===== src/rtl/dmp_pkg.sv =====
package dmp_pkg;

   typedef enum logic [4:0] {
      OP_NOP   = 5'd0,
      OP_LD    = 5'd1,
      OP_LDD   = 5'd2,
      OP_ST    = 5'd3,
      OP_STD   = 5'd4,
      OP_LDINC = 5'd5,
      OP_LDDEC = 5'd6,
      OP_STINC = 5'd7,
      OP_STDEC = 5'd8,
      OP_SETX  = 5'd9,
      OP_SETY  = 5'd10,
      OP_INCY  = 5'd11,
      OP_DECY  = 5'd12,
      OP_INCM  = 5'd13,
      OP_DECM  = 5'd14,
      OP_ORM   = 5'd15,
      OP_ANDNM = 5'd16,
      OP_A2CH  = 5'd17,
      OP_A2CL  = 5'd18,
      OP_CH2A  = 5'd19,
      OP_CL2A  = 5'd20,
      OP_CEN   = 5'd21,
      OP_CDIS  = 5'd22
   } dmp_op_e;

   typedef enum logic [1:0] {
      RMW_INC  = 2'd0,
      RMW_DEC  = 2'd1,
      RMW_OR   = 2'd2,
      RMW_ANDN = 2'd3
   } rmw_e;

endpackage


===== src/rtl/dmp_ptr.sv =====
module dmp_ptr #(
   parameter int XW = 3,
   parameter int YW = 4
) (
   input  logic          clk,
   input  logic          rst_n,
   input  logic          ld_x,
   input  logic          ld_y,
   input  logic          step_up,
   input  logic          step_dn,
   input  logic [YW-1:0] imm,
   output logic [XW-1:0] x_q,
   output logic [YW-1:0] y_q,
   output logic [YW-1:0] y_stepped
);

   generate
      if (XW > YW) begin : g_bad_xw
         $error("dmp_ptr: X must not be wider than the immediate");
      end
   endgenerate

   assign y_stepped = step_dn ? (y_q - 1'b1) : (y_q + 1'b1);

   always_ff @(posedge clk) begin
      if (!rst_n) begin
         x_q <= '0;
         y_q <= '0;
      end else begin
         if (ld_x)
            x_q <= imm[XW-1:0];
         if (ld_y)
            y_q <= imm;
         else if (step_up || step_dn)
            y_q <= y_stepped;
      end
   end

   assert_y_step_up_R6: assert property (@(posedge clk) disable iff (!rst_n)
      (step_up && !ld_y) |=> (y_q == YW'($past(y_q) + 1'b1)));

   assert_y_step_dn_R6: assert property (@(posedge clk) disable iff (!rst_n)
      (step_dn && !ld_y) |=> (y_q == YW'($past(y_q) - 1'b1)));

   assert_x_load_R5: assert property (@(posedge clk) disable iff (!rst_n)
      ld_x |=> (x_q == $past(imm[XW-1:0])));

endmodule


===== src/rtl/dmp_cnt.sv =====
module dmp_cnt #(
   parameter int NW = 4
) (
   input  logic            clk,
   input  logic            rst_n,
   input  logic            wr_hi,
   input  logic            wr_lo,
   input  logic [NW-1:0]   din,
   input  logic            en_set,
   input  logic            en_clr,
   output logic [2*NW-1:0] cnt_q,
   output logic            en_q
);

   always_ff @(posedge clk) begin
      if (!rst_n) begin
         cnt_q <= '0;
         en_q  <= 1'b0;
      end else begin
         if (wr_hi)
            cnt_q[2*NW-1:NW] <= din;
         if (wr_lo)
            cnt_q[NW-1:0] <= din;
         if (en_set)
            en_q <= 1'b1;
         else if (en_clr)
            en_q <= 1'b0;
      end
   end

   assert_hi_keeps_lo_R10: assert property (@(posedge clk) disable iff (!rst_n)
      (wr_hi && !wr_lo) |=> (cnt_q[NW-1:0] == $past(cnt_q[NW-1:0])));

   assert_lo_keeps_hi_R10: assert property (@(posedge clk) disable iff (!rst_n)
      (wr_lo && !wr_hi) |=> (cnt_q[2*NW-1:NW] == $past(cnt_q[2*NW-1:NW])));

   assert_enable_set_R11: assert property (@(posedge clk) disable iff (!rst_n)
      en_set |=> en_q);

endmodule


===== src/rtl/dmp_rmw.sv =====
module dmp_rmw
   import dmp_pkg::*;
#(
   parameter int DW = 4
) (
   input  rmw_e          mode,
   input  logic [DW-1:0] din,
   input  logic [DW-1:0] imm,
   output logic [DW:0]   res
);

   always_comb begin
      unique case (mode)
         RMW_INC:  res = {1'b0, din} + 1'b1;
         RMW_DEC:  res = {1'b0, din} - 1'b1;
         RMW_OR:   res = {1'b0, din | imm};
         default:  res = {1'b0, din & ~imm};
      endcase
   end

endmodule


===== src/rtl/dmem_access_unit.sv =====
module dmem_access_unit
   import dmp_pkg::*;
#(
   parameter int                    DW        = 4,
   parameter int                    XW        = 3,
   parameter int                    YW        = 4,
   parameter int                    DIR_BITS  = 2,
   parameter logic [XW+YW-1:0]      ADDR_MASK = '1
) (
   input  logic                clk,
   input  logic                rst_n,
   input  logic                op_valid,
   input  logic [4:0]          op_code,
   input  logic [DW-1:0]       op_imm,
   input  logic [DW-1:0]       acc_in,
   output logic                stall,
   output logic [XW+YW-1:0]    ram_addr,
   output logic                ram_rd,
   output logic                ram_wr,
   output logic [DW-1:0]       ram_wdata,
   input  logic [DW-1:0]       ram_rdata,
   output logic                acc_we,
   output logic [DW-1:0]       acc_wdata,
   output logic                zf_we,
   output logic                zf_val,
   output logic                cf_we,
   output logic                cf_val,
   output logic [XW-1:0]       x_q,
   output logic [YW-1:0]       y_q,
   output logic [2*DW-1:0]     cnt_q,
   output logic                cnt_en
);

   localparam int AW = XW + YW;

   generate
      if (YW != DW) begin : g_bad_yw
         $error("dmem_access_unit: Y width must equal the nibble width");
      end
      if (DIR_BITS > DW || DIR_BITS > AW) begin : g_bad_dir
         $error("dmem_access_unit: direct field too wide");
      end
   endgenerate

   logic          phase_q;
   dmp_op_e       pend_q;
   logic [DW-1:0] pimm_q;
   logic [DW-1:0] hold_q;

   dmp_op_e       cur;
   logic [DW-1:0] imm_c;
   logic          first;
   logic          two_cyc, is_direct, is_ld, is_st, is_rmw, is_arith;
   logic          step_up, step_dn;
   logic [YW-1:0] y_stepped;
   logic [AW-1:0] ptr_addr;
   logic [DW:0]   rmw_res;
   rmw_e          rmw_mode;

   assign first = !phase_q;
   assign cur   = phase_q ? pend_q : (op_valid ? dmp_op_e'(op_code) : OP_NOP);
   assign imm_c = phase_q ? pimm_q : op_imm;

   assign two_cyc   = cur inside {OP_LDINC, OP_LDDEC, OP_STINC, OP_STDEC,
                                  OP_INCM, OP_DECM, OP_ORM, OP_ANDNM};
   assign is_direct = cur inside {OP_LDD, OP_STD};
   assign is_ld     = first && (cur inside {OP_LD, OP_LDD, OP_LDINC, OP_LDDEC});
   assign is_st     = first && (cur inside {OP_ST, OP_STD, OP_STINC, OP_STDEC});
   assign is_rmw    = cur inside {OP_INCM, OP_DECM, OP_ORM, OP_ANDNM};
   assign is_arith  = cur inside {OP_INCM, OP_DECM};

   always_ff @(posedge clk) begin
      if (!rst_n) begin
         phase_q <= 1'b0;
         pend_q  <= OP_NOP;
         pimm_q  <= '0;
         hold_q  <= '0;
      end else if (first && two_cyc) begin
         phase_q <= 1'b1;
         pend_q  <= cur;
         pimm_q  <= op_imm;
         hold_q  <= ram_rdata;
      end else begin
         phase_q <= 1'b0;
      end
   end

   // address path: mask stage only when the mask trims bits
   generate
      if (ADDR_MASK == {AW{1'b1}}) begin : g_nomask
         assign ptr_addr = {x_q, y_q};
      end else begin : g_mask
         assign ptr_addr = {x_q, y_q} & ADDR_MASK;
      end
   endgenerate

   assign ram_addr = is_direct ? AW'(imm_c[DIR_BITS-1:0]) : ptr_addr;

   // pointer registers
   assign step_up = (phase_q && (cur inside {OP_LDINC, OP_STINC})) || (first && cur == OP_INCY);
   assign step_dn = (phase_q && (cur inside {OP_LDDEC, OP_STDEC})) || (first && cur == OP_DECY);

   dmp_ptr #(.XW(XW), .YW(YW)) u_ptr (
      .clk       (clk),
      .rst_n     (rst_n),
      .ld_x      (first && cur == OP_SETX),
      .ld_y      (first && cur == OP_SETY),
      .step_up   (step_up),
      .step_dn   (step_dn),
      .imm       (imm_c),
      .x_q       (x_q),
      .y_q       (y_q),
      .y_stepped (y_stepped)
   );

   // read-modify-write datapath
   always_comb begin
      unique case (cur)
         OP_INCM: rmw_mode = RMW_INC;
         OP_DECM: rmw_mode = RMW_DEC;
         OP_ORM:  rmw_mode = RMW_OR;
         default: rmw_mode = RMW_ANDN;
      endcase
   end

   dmp_rmw #(.DW(DW)) u_rmw (
      .mode (rmw_mode),
      .din  (hold_q),
      .imm  (imm_c),
      .res  (rmw_res)
   );

   // counter register
   dmp_cnt #(.NW(DW)) u_cnt (
      .clk    (clk),
      .rst_n  (rst_n),
      .wr_hi  (first && cur == OP_A2CH),
      .wr_lo  (first && cur == OP_A2CL),
      .din    (acc_in),
      .en_set (first && cur == OP_CEN),
      .en_clr (first && cur == OP_CDIS),
      .cnt_q  (cnt_q),
      .en_q   (cnt_en)
   );

   // RAM strobes and data
   assign ram_rd    = is_ld || (first && is_rmw);
   assign ram_wr    = is_st || (phase_q && is_rmw);
   assign ram_wdata = phase_q ? rmw_res[DW-1:0] : acc_in;

   // accumulator and flag reporting
   assign acc_we = is_ld || (first && (cur inside {OP_CH2A, OP_CL2A}));

   always_comb begin
      if (is_ld)
         acc_wdata = ram_rdata;
      else if (cur == OP_CH2A)
         acc_wdata = cnt_q[2*DW-1:DW];
      else
         acc_wdata = cnt_q[DW-1:0];
   end

   assign zf_we = acc_we || step_up || step_dn || (phase_q && is_arith);

   always_comb begin
      if (acc_we)
         zf_val = (acc_wdata == '0);
      else if (step_up || step_dn)
         zf_val = (y_stepped == '0);
      else
         zf_val = (rmw_res[DW-1:0] == '0);
   end

   assign cf_we  = phase_q && is_arith;
   assign cf_val = rmw_res[DW];
   assign stall  = phase_q;

   assert_one_extra_cycle_R12: assert property (@(posedge clk) disable iff (!rst_n)
      stall |=> !stall);

   assert_rmw_same_addr_R8: assert property (@(posedge clk) disable iff (!rst_n)
      (stall && ram_wr) |-> (ram_addr == $past(ram_addr)));

   assert_carry_after_read_R8: assert property (@(posedge clk) disable iff (!rst_n)
      cf_we |-> $past(ram_rd));

   assert_no_rd_wr_R4: assert property (@(posedge clk) disable iff (!rst_n)
      !(ram_rd && ram_wr));

endmodule


===== config.mk =====
export PLATFORM = sky130hd
export DESIGN_NAME = dmem_access_unit
export DESIGN_NICKNAME = d
export VERILOG_FILES = /design/src/rtl/dmp_pkg.sv /design/src/rtl/dmp_ptr.sv /design/src/rtl/dmp_cnt.sv /design/src/rtl/dmp_rmw.sv /design/src/rtl/dmem_access_unit.sv
export SDC_FILE = /design/constraint.sdc
export NUM_CORES = 1
export LEC_CHECK = 0
export BUFFER_PORTS_ARGS = -buffer_cell sky130_fd_sc_hd__buf_4
export CORE_MARGIN = 3
export CORE_UTILIZATION = 40
export CTS_BUF_LIST = sky130_fd_sc_hd__clkbuf_4 sky130_fd_sc_hd__clkbuf_8
export DETAILED_ROUTE_END_ITERATION = 12
export PLACE_DENSITY = 0.74
export SYNTH_ARGS = -nofsm -noshare
export SYNTH_HDL_FRONTEND = slang
export SYNTH_HIERARCHICAL = 1
export SYNTH_SLANG_ARGS = --single-unit

===== constraint.sdc =====
create_clock -name clk -period 4.7 [get_ports clk]
set_input_delay 0.235 -clock clk [delete_from_list [all_inputs] [get_ports clk]]
set_output_delay 0.235 -clock clk [all_outputs]
set_load 0.01 [all_outputs]

; Word-level counts from Yosys, hierarchy flattened
; Index checks and enable logic that the tools add are counted.
[op_classes]
addsub = 4
bitwise_logic = 3
eq_ne = 24
magnitude_cmp = 0
shifts = 0
div_mod_pow = 0
n_mux = 17
reduce_logical = 42
mul = 0
[ops]
columns = operator, count
row1 = 5-bit by 4-bit == test with 1-bit output (second input constant), 8
row2 = 5-bit == test (second input constant), 7
row3 = 4-bit two-way mux, 7
row4 = 5-bit by 3-bit == test with 1-bit output (second input constant), 4
row5 = 1-bit logical AND, 17
row6 = 5-bit case mux with 3 select lines, 1
row7 = 2-bit nonzero test, 7
row8 = 4-bit zero test, 3
row9 = 4-bit nonzero test, 3
row10 = 5-bit by 2-bit == test with 1-bit output (second input constant), 2
row11 = 5-bit two-way mux, 2
row12 = 1-bit logical OR, 9
row13 = 8-bit nonzero test, 1
row14 = 7-bit two-way mux, 1
row15 = 2-bit case mux with 3 select lines, 1
row16 = 4-bit by 1-bit adder with 5-bit output (second input constant), 1
row17 = 5-bit by 1-bit == test with 1-bit output (second input constant), 1
row18 = 1-bit two-way mux, 5
row19 = 4-bit by 1-bit subtractor with 5-bit output (second input constant), 1
row20 = 4-bit by 1-bit adder with 4-bit output (second input constant), 1
row21 = 4-bit bitwise AND, 1
row22 = 4-bit NOT, 1
row23 = 4-bit bitwise OR, 1
row24 = 4-bit by 1-bit subtractor with 4-bit output (second input constant), 1
row25 = other kinds (4), 4
[word_totals]
elab_cells = 99
memories = 0
in_bits = 20
rom_bits = 0
ram_bits = 0
latchBits = 0
reg_bits = 30
output_inout_bits = 39

; Longest topological paths before layout
[depth]
ltp_word = 10
ltp_mapped = 17
ltp_nobuf = 14

; By module
; The synthesis kept the hierarchy.
[modules_own_cells]
columns = module, n_inst, cells_each, seq_area_each_um2, area_per_inst_um2
row1 = dmem_access_unit, 1, 183, 280.3, 1393.8
row2 = dmp_ptr, 1, 48, 140.1, 405.4
row3 = dmp_cnt, 1, 29, 180.2, 346.6
row4 = dmp_rmw, 1, 38, 0.0, 269.0

; Worst setup path after synthesis
; OpenSTA, ideal clock, no wires.
[synth_timing]
kind = register to output
startpoint = reg phase_q, in the netlist stall
endpoint = out zf_val
setup_slack_ns = 1.213
t_arrival_ns = 3.252
t_required_ns = 4.465
n_path_buf = 4
stages_incl_launch_ff = 17
cell_sequence = dfxtp_1 buf_2 buf_1 buf_1 nand2_1 o21ai_0 nand2_1 buf_4 inv_1 nor2_1 xor2_1 ha_1 o32a_1 o211a_1 nor4_1 mux2i_1 mux2i_1
[synth_via]
elab_cells_between_ends = 46
classes_between = 15 x eq/ne / 9 x mux / 3 x bitwise / 19 x reduce/logical
[synth_lines]
columns = element, line_no
row1 = "start, declared", dmem_access_unit.sv:45  ; logic phase_q;
row2 = "start signal, assigned", dmem_access_unit.sv:74  ; phase_q <= 1'b0;
row3 = "start signal, assigned", dmem_access_unit.sv:79  ; phase_q <= 1'b1;
row4 = "start signal, assigned", dmem_access_unit.sv:84  ; phase_q <= 1'b0;
row5 = 5-bit two-way mux (*), dmem_access_unit.sv:61  ; assign cur = phase_q ? pend_q : (op_valid ? dmp_op_e'(op_code) : OP_NOP);
row6 = 5-bit by 4-bit == test with 1-bit output, dmem_access_unit.sv:118  ; unique case (cur)
row7 = 2-bit case mux with 3 select lines (*), dmem_access_unit.sv:118
row8 = named net rmw_mode[0], dmem_access_unit.sv:58  ; rmw_e rmw_mode;
row9 = 2-bit == test (tied with other cells), dmp_rmw.sv:13  ; unique case (mode)
row10 = 5-bit case mux with 3 select lines (*), dmp_rmw.sv:13
row11 = named net rmw_res[2], dmem_access_unit.sv:57  ; logic [DW:0] rmw_res;
row12 = 4-bit zero test (*), dmem_access_unit.sv:171  ; zf_val = (rmw_res[DW-1:0] == '0);
row13 = 1-bit two-way mux (*), dmem_access_unit.sv:168  ; else if (step_up || step_dn)
row14 = 1-bit two-way mux (*), dmem_access_unit.sv:166  ; if (acc_we)
row15 = "end, declared", dmem_access_unit.sv:25  ; output logic zf_val,
; Mark *: on every way through the listed nets, which the timed path passes. The rest lies on a longest branch.

; Worst setup path after layout
; Ends and elaborated chain as after synthesis.

==> impl_metrics.json <==
{
  "synth.area.mux_share_pct": 18.34,
  "synthAdderAreaFrac_pct": 2.902,
  "drtIter0Drc": 191,
  "wl_per_cell_um": 15.57,
  "hold_path.class": "in2reg",
  "arrival_ns": 4.06,
  "crit_fanout": 22,
  "p_leak_nw": 1.263,
  "grt_usage_pct": 18.74,
  "fin_crit_sh_pct": 91.34,
  "worst_pin_slew_ns": 0.8485,
  "synth_compound_area_share_pct": 18.65,
  "path_class": "reg2out",
  "vias_per_cell": 5.477,
  "required_ns": 4.47,
  "tritoncts": "yes",
  "syn_area_per_cell_um2": 8.103,
  "cts-hold-fix-buffers": 0,
  "grt_pass1_vias": 2265,
  "max_freq_ghz": 0.2329,
  "synth_top_family_by_area": "simple AND/OR/NAND/NOR gates",
  "skew_ns": 0.009091,
  "drt_wl_total_um": 6554,
  "crit_start": "stall",
  "fin_hold_ws_ns": 0.2104,
  "rsz0062_at_grt": "false",
  "clock-sinks": 30,
  "synth_edf_count": 0,
  "ios": 59,
  "drv_slew": 0,
  "clk_latency_ns": 0.29,
  "cp-start-kind": "flip-flop",
  "design_area_mm2": 0.002975,
  "numCtsBuffers": 5,
  "synth-seq-area-share_pct": 24.87,
  "async_flop_share_pct": 0,
  "synth_xor_area_share_pct": 2.176,
  "die_h_um": 83.70,
  "ys_ff_latch": 30,
  "tns_ns": 0,
  "ant_nets": 0,
  "gp_congestion": 0.8731,
  "synth-main-ff-cell": "dfxtp_1",
  "cap_violations": 0,
  "drc": 0,
  "grt_pass1_wl_um": 10920,
  "coreArea_mm2": 0.005675,
  "rrSetupSlack_ns": 1.75,
  "synthSimpleGateAreaFrac_pct": 25.96,
  "place_ws_ns": 0.7242,
  "r2r_start": "stall",
  "setup_viol": 0,
  "syn-cell-area_mm2": 0.002415,
  "r2r_end": "u_ptr/y_q[1]",
  "antenna_cells": 0,
  "area_growth_pct": 23.21,
  "grt_start_max_net_pins": 40,
  "fin_ws_ns": 0.4069,
  "root_buffer": "clkbuf_8",
  "placed_cells": 413,
  "vdd_drop_max_uv": 151.7,
  "grt.overflow.total": 0,
  "yosys.area.top_type_share_pct": 24.87,
  "netlist_instances": 298,
  "power_density_mw_per_mm2": 282.2,
  "num_rows": 27,
  "status": "finished clean",
  "clk_pin_slew_ns": 0.07,
  "place_area_mm2": 0.002833,
  "dieArea_mm2": 0.007006,
  "synthesis.nets": 323,
  "antenna_found_initial": 0,
  "h-tree-depth": 2,
  "synthDistinctLibCells": 59,
  "fin_nets": 373,
  "ff2ff_path_depth": 11,
  "portBuffers": 58,
  "postCtsSetupRepairBufs": 0,
  "setup.worst_path.end": "zf_val",
  "finalCriticalPeriod_ns": 4.293,
  "cts-resized-gates": 0,
  "yosys_warnings": 6,
  "hold_viol": 0,
  "dr.pass1.iters": 4,
  "slew_headroom_pct": 43.00,
  "via_count": 2306,
  "synthTopCellsByArea": "dfxtp_1, mux2i_1, nand2_1",
  "drive_above_1_share_pct": 25.21,
  "hpwl_um": 5008,
  "dieWidth_um": 83.70,
  "start_util_pct": 42.55,
  "instances_no_fill": 421,
  "clk_path_buf_depth": 2,
  "critPathCaptureType": "output port",
  "synth_top_area_cell": "dfxtp_1"
}
## sequential cells by signal, summed over array words and instances, names as in the netlist
| signal | count |
|---|---|
| hold_q | 4 |
| pend_q | 5 |
| pimm_q | 4 |
| stall | 1 |
| u_cnt/cnt_q | 8 |
| u_cnt/en_q | 1 |
| u_ptr/x_q | 3 |
| u_ptr/y_q | 4 |
## worst min-delay path by stage
stage,from,to,cells past startpoint
6_report,op_imm[2],pimm_q[2],3
5_1_grt,op_imm[0],pimm_q[0],3
4_1_cts,op_imm[0],pimm_q[0],3
3_5_place_dp,pimm_q[1],pimm_q[1],2
3_3_place_gp,pimm_q[1],pimm_q[1],2
2_1_floorplan,rst_n,u_cnt/en_q,1
## cells in the mapped netlist (3+ instances only)
| cell type | count |
|---|---|
| nand2b_1 | 3 |
| nand2_1 | 44 |
| mux2i_1 | 33 |
| nand3_1 | 7 |
| buf_2 | 4 |
| nor2_1 | 19 |
| clkbuf_1 | 4 |
| nor4_1 | 5 |
| o21ai_0 | 14 |
| o211ai_1 | 4 |
| mux2_2 | 8 |
| buf_6 | 4 |
| xnor2_1 | 4 |
| ha_1 | 4 |
| and2_1 | 3 |
| dfxtp_1 | 30 |
| inv_1 | 13 |
| a21oi_1 | 13 |
| nor3_1 | 7 |
| nor2b_1 | 16 |
## placed cells by master (no fill, tap or decap), drive strengths merged, types with 2 or more instances in the layout
| cell type | instances |
|---|---|
| buf | 60 |
| nand2 | 45 |
| mux2i | 33 |
| dfxtp | 30 |
| nor2 | 21 |
| nor2b | 16 |
| o21ai | 15 |
| a21oi | 15 |
| inv | 13 |
| mux2 | 10 |
| nor3 | 8 |
| nand3 | 7 |
| clkbuf | 6 |
| o211ai | 6 |
| nor4 | 5 |
| xnor2 | 4 |
| ha | 4 |
| nand2b | 3 |
| and2 | 3 |
| and3 | 3 |
| o32ai | 3 |
| o32a | 3 |
| or2 | 3 |
| nand3b | 3 |
| and4b | 2 |
| o21a | 2 |
| a31oi | 2 |
| o211a | 2 |
| o31ai | 2 |
| or4 | 2 |
| o31a | 2 |
| or3 | 2 |
| bufinv | 2 |
| xor2 | 2 |
## worst max-delay path, cell delays in order, from the launching register on
cell and delay, ns:
dfxtp_1 0.75, buf_4 0.37, nand2_1 0.10, nand2_1 0.19
nor2_1 0.10, nand2_1 0.27, inv_1 0.14, nor2_1 0.18
xor2_1 0.17, ha_1 0.27, xor2_1 0.11, o32a_1 0.18
o211a_1 0.23, nor4_1 0.26, mux2i_1 0.11, mux2i_1 0.17
buf_4 0.15
## where the power goes
group | leakage, nW | switching, mW | internal (mW)
Clock | 0.0714 | 0.108 | 0.226
Combinational | 0.948 | 0.115 | 0.0998
Sequential | 0.243 | 0.0223 | 0.268
## layer usage
| layer | track usage [%] | vias to the layer above | part of all wire [%] |
|---|---|---|---|
| met2 | 30.30 | 72 | 47 |
| met5 | 0 | - | 0 |
| met4 | 5.117 | 0 | 1.4 |
| met3 | 4.442 | 10 | 6.3 |
| li1 | - | 1165 | - |
| met1 | 24.90 | 1059 | 45 |
## through the flow
step,utilization (%),power [mW]
global route,52.43,0.8785
floorplan,-,0.4431
CTS,52.43,0.8414
detailed placement,49.91,0.5091
global placement,49.91,0.5055
finish,52.43,0.8396
## area by class of cell
| cell class | count | area (um2) |
|---|---|---|
| Inverter | 13 | 48.80 |
| Clock buffer | 6 | 82.58 |
| Timing Repair Buffer | 60 | 450.4 |
| Clock inverter | 2 | 60.06 |
| Multi-Input combinational cell | 238 | 1643 |
| Fill cell | 551 | 2700 |
| Tap cell | 72 | 90.09 |
| Sequential cell | 30 | 600.6 |
## cells by family (layout without fill, tap and decap cells)
kind of cell | after synthesis | in the layout
AOI/OAI and AO/OA | 60 | 60
xor gates and xnor gates | 6 | 6
adders and majority gates | 5 | 5
buffers and inverters | 30 | 81
DFF | 30 | 30
muxes | 43 | 43
and+or+nand+nor | 124 | 124
Power figures use the tool's default switching activity.
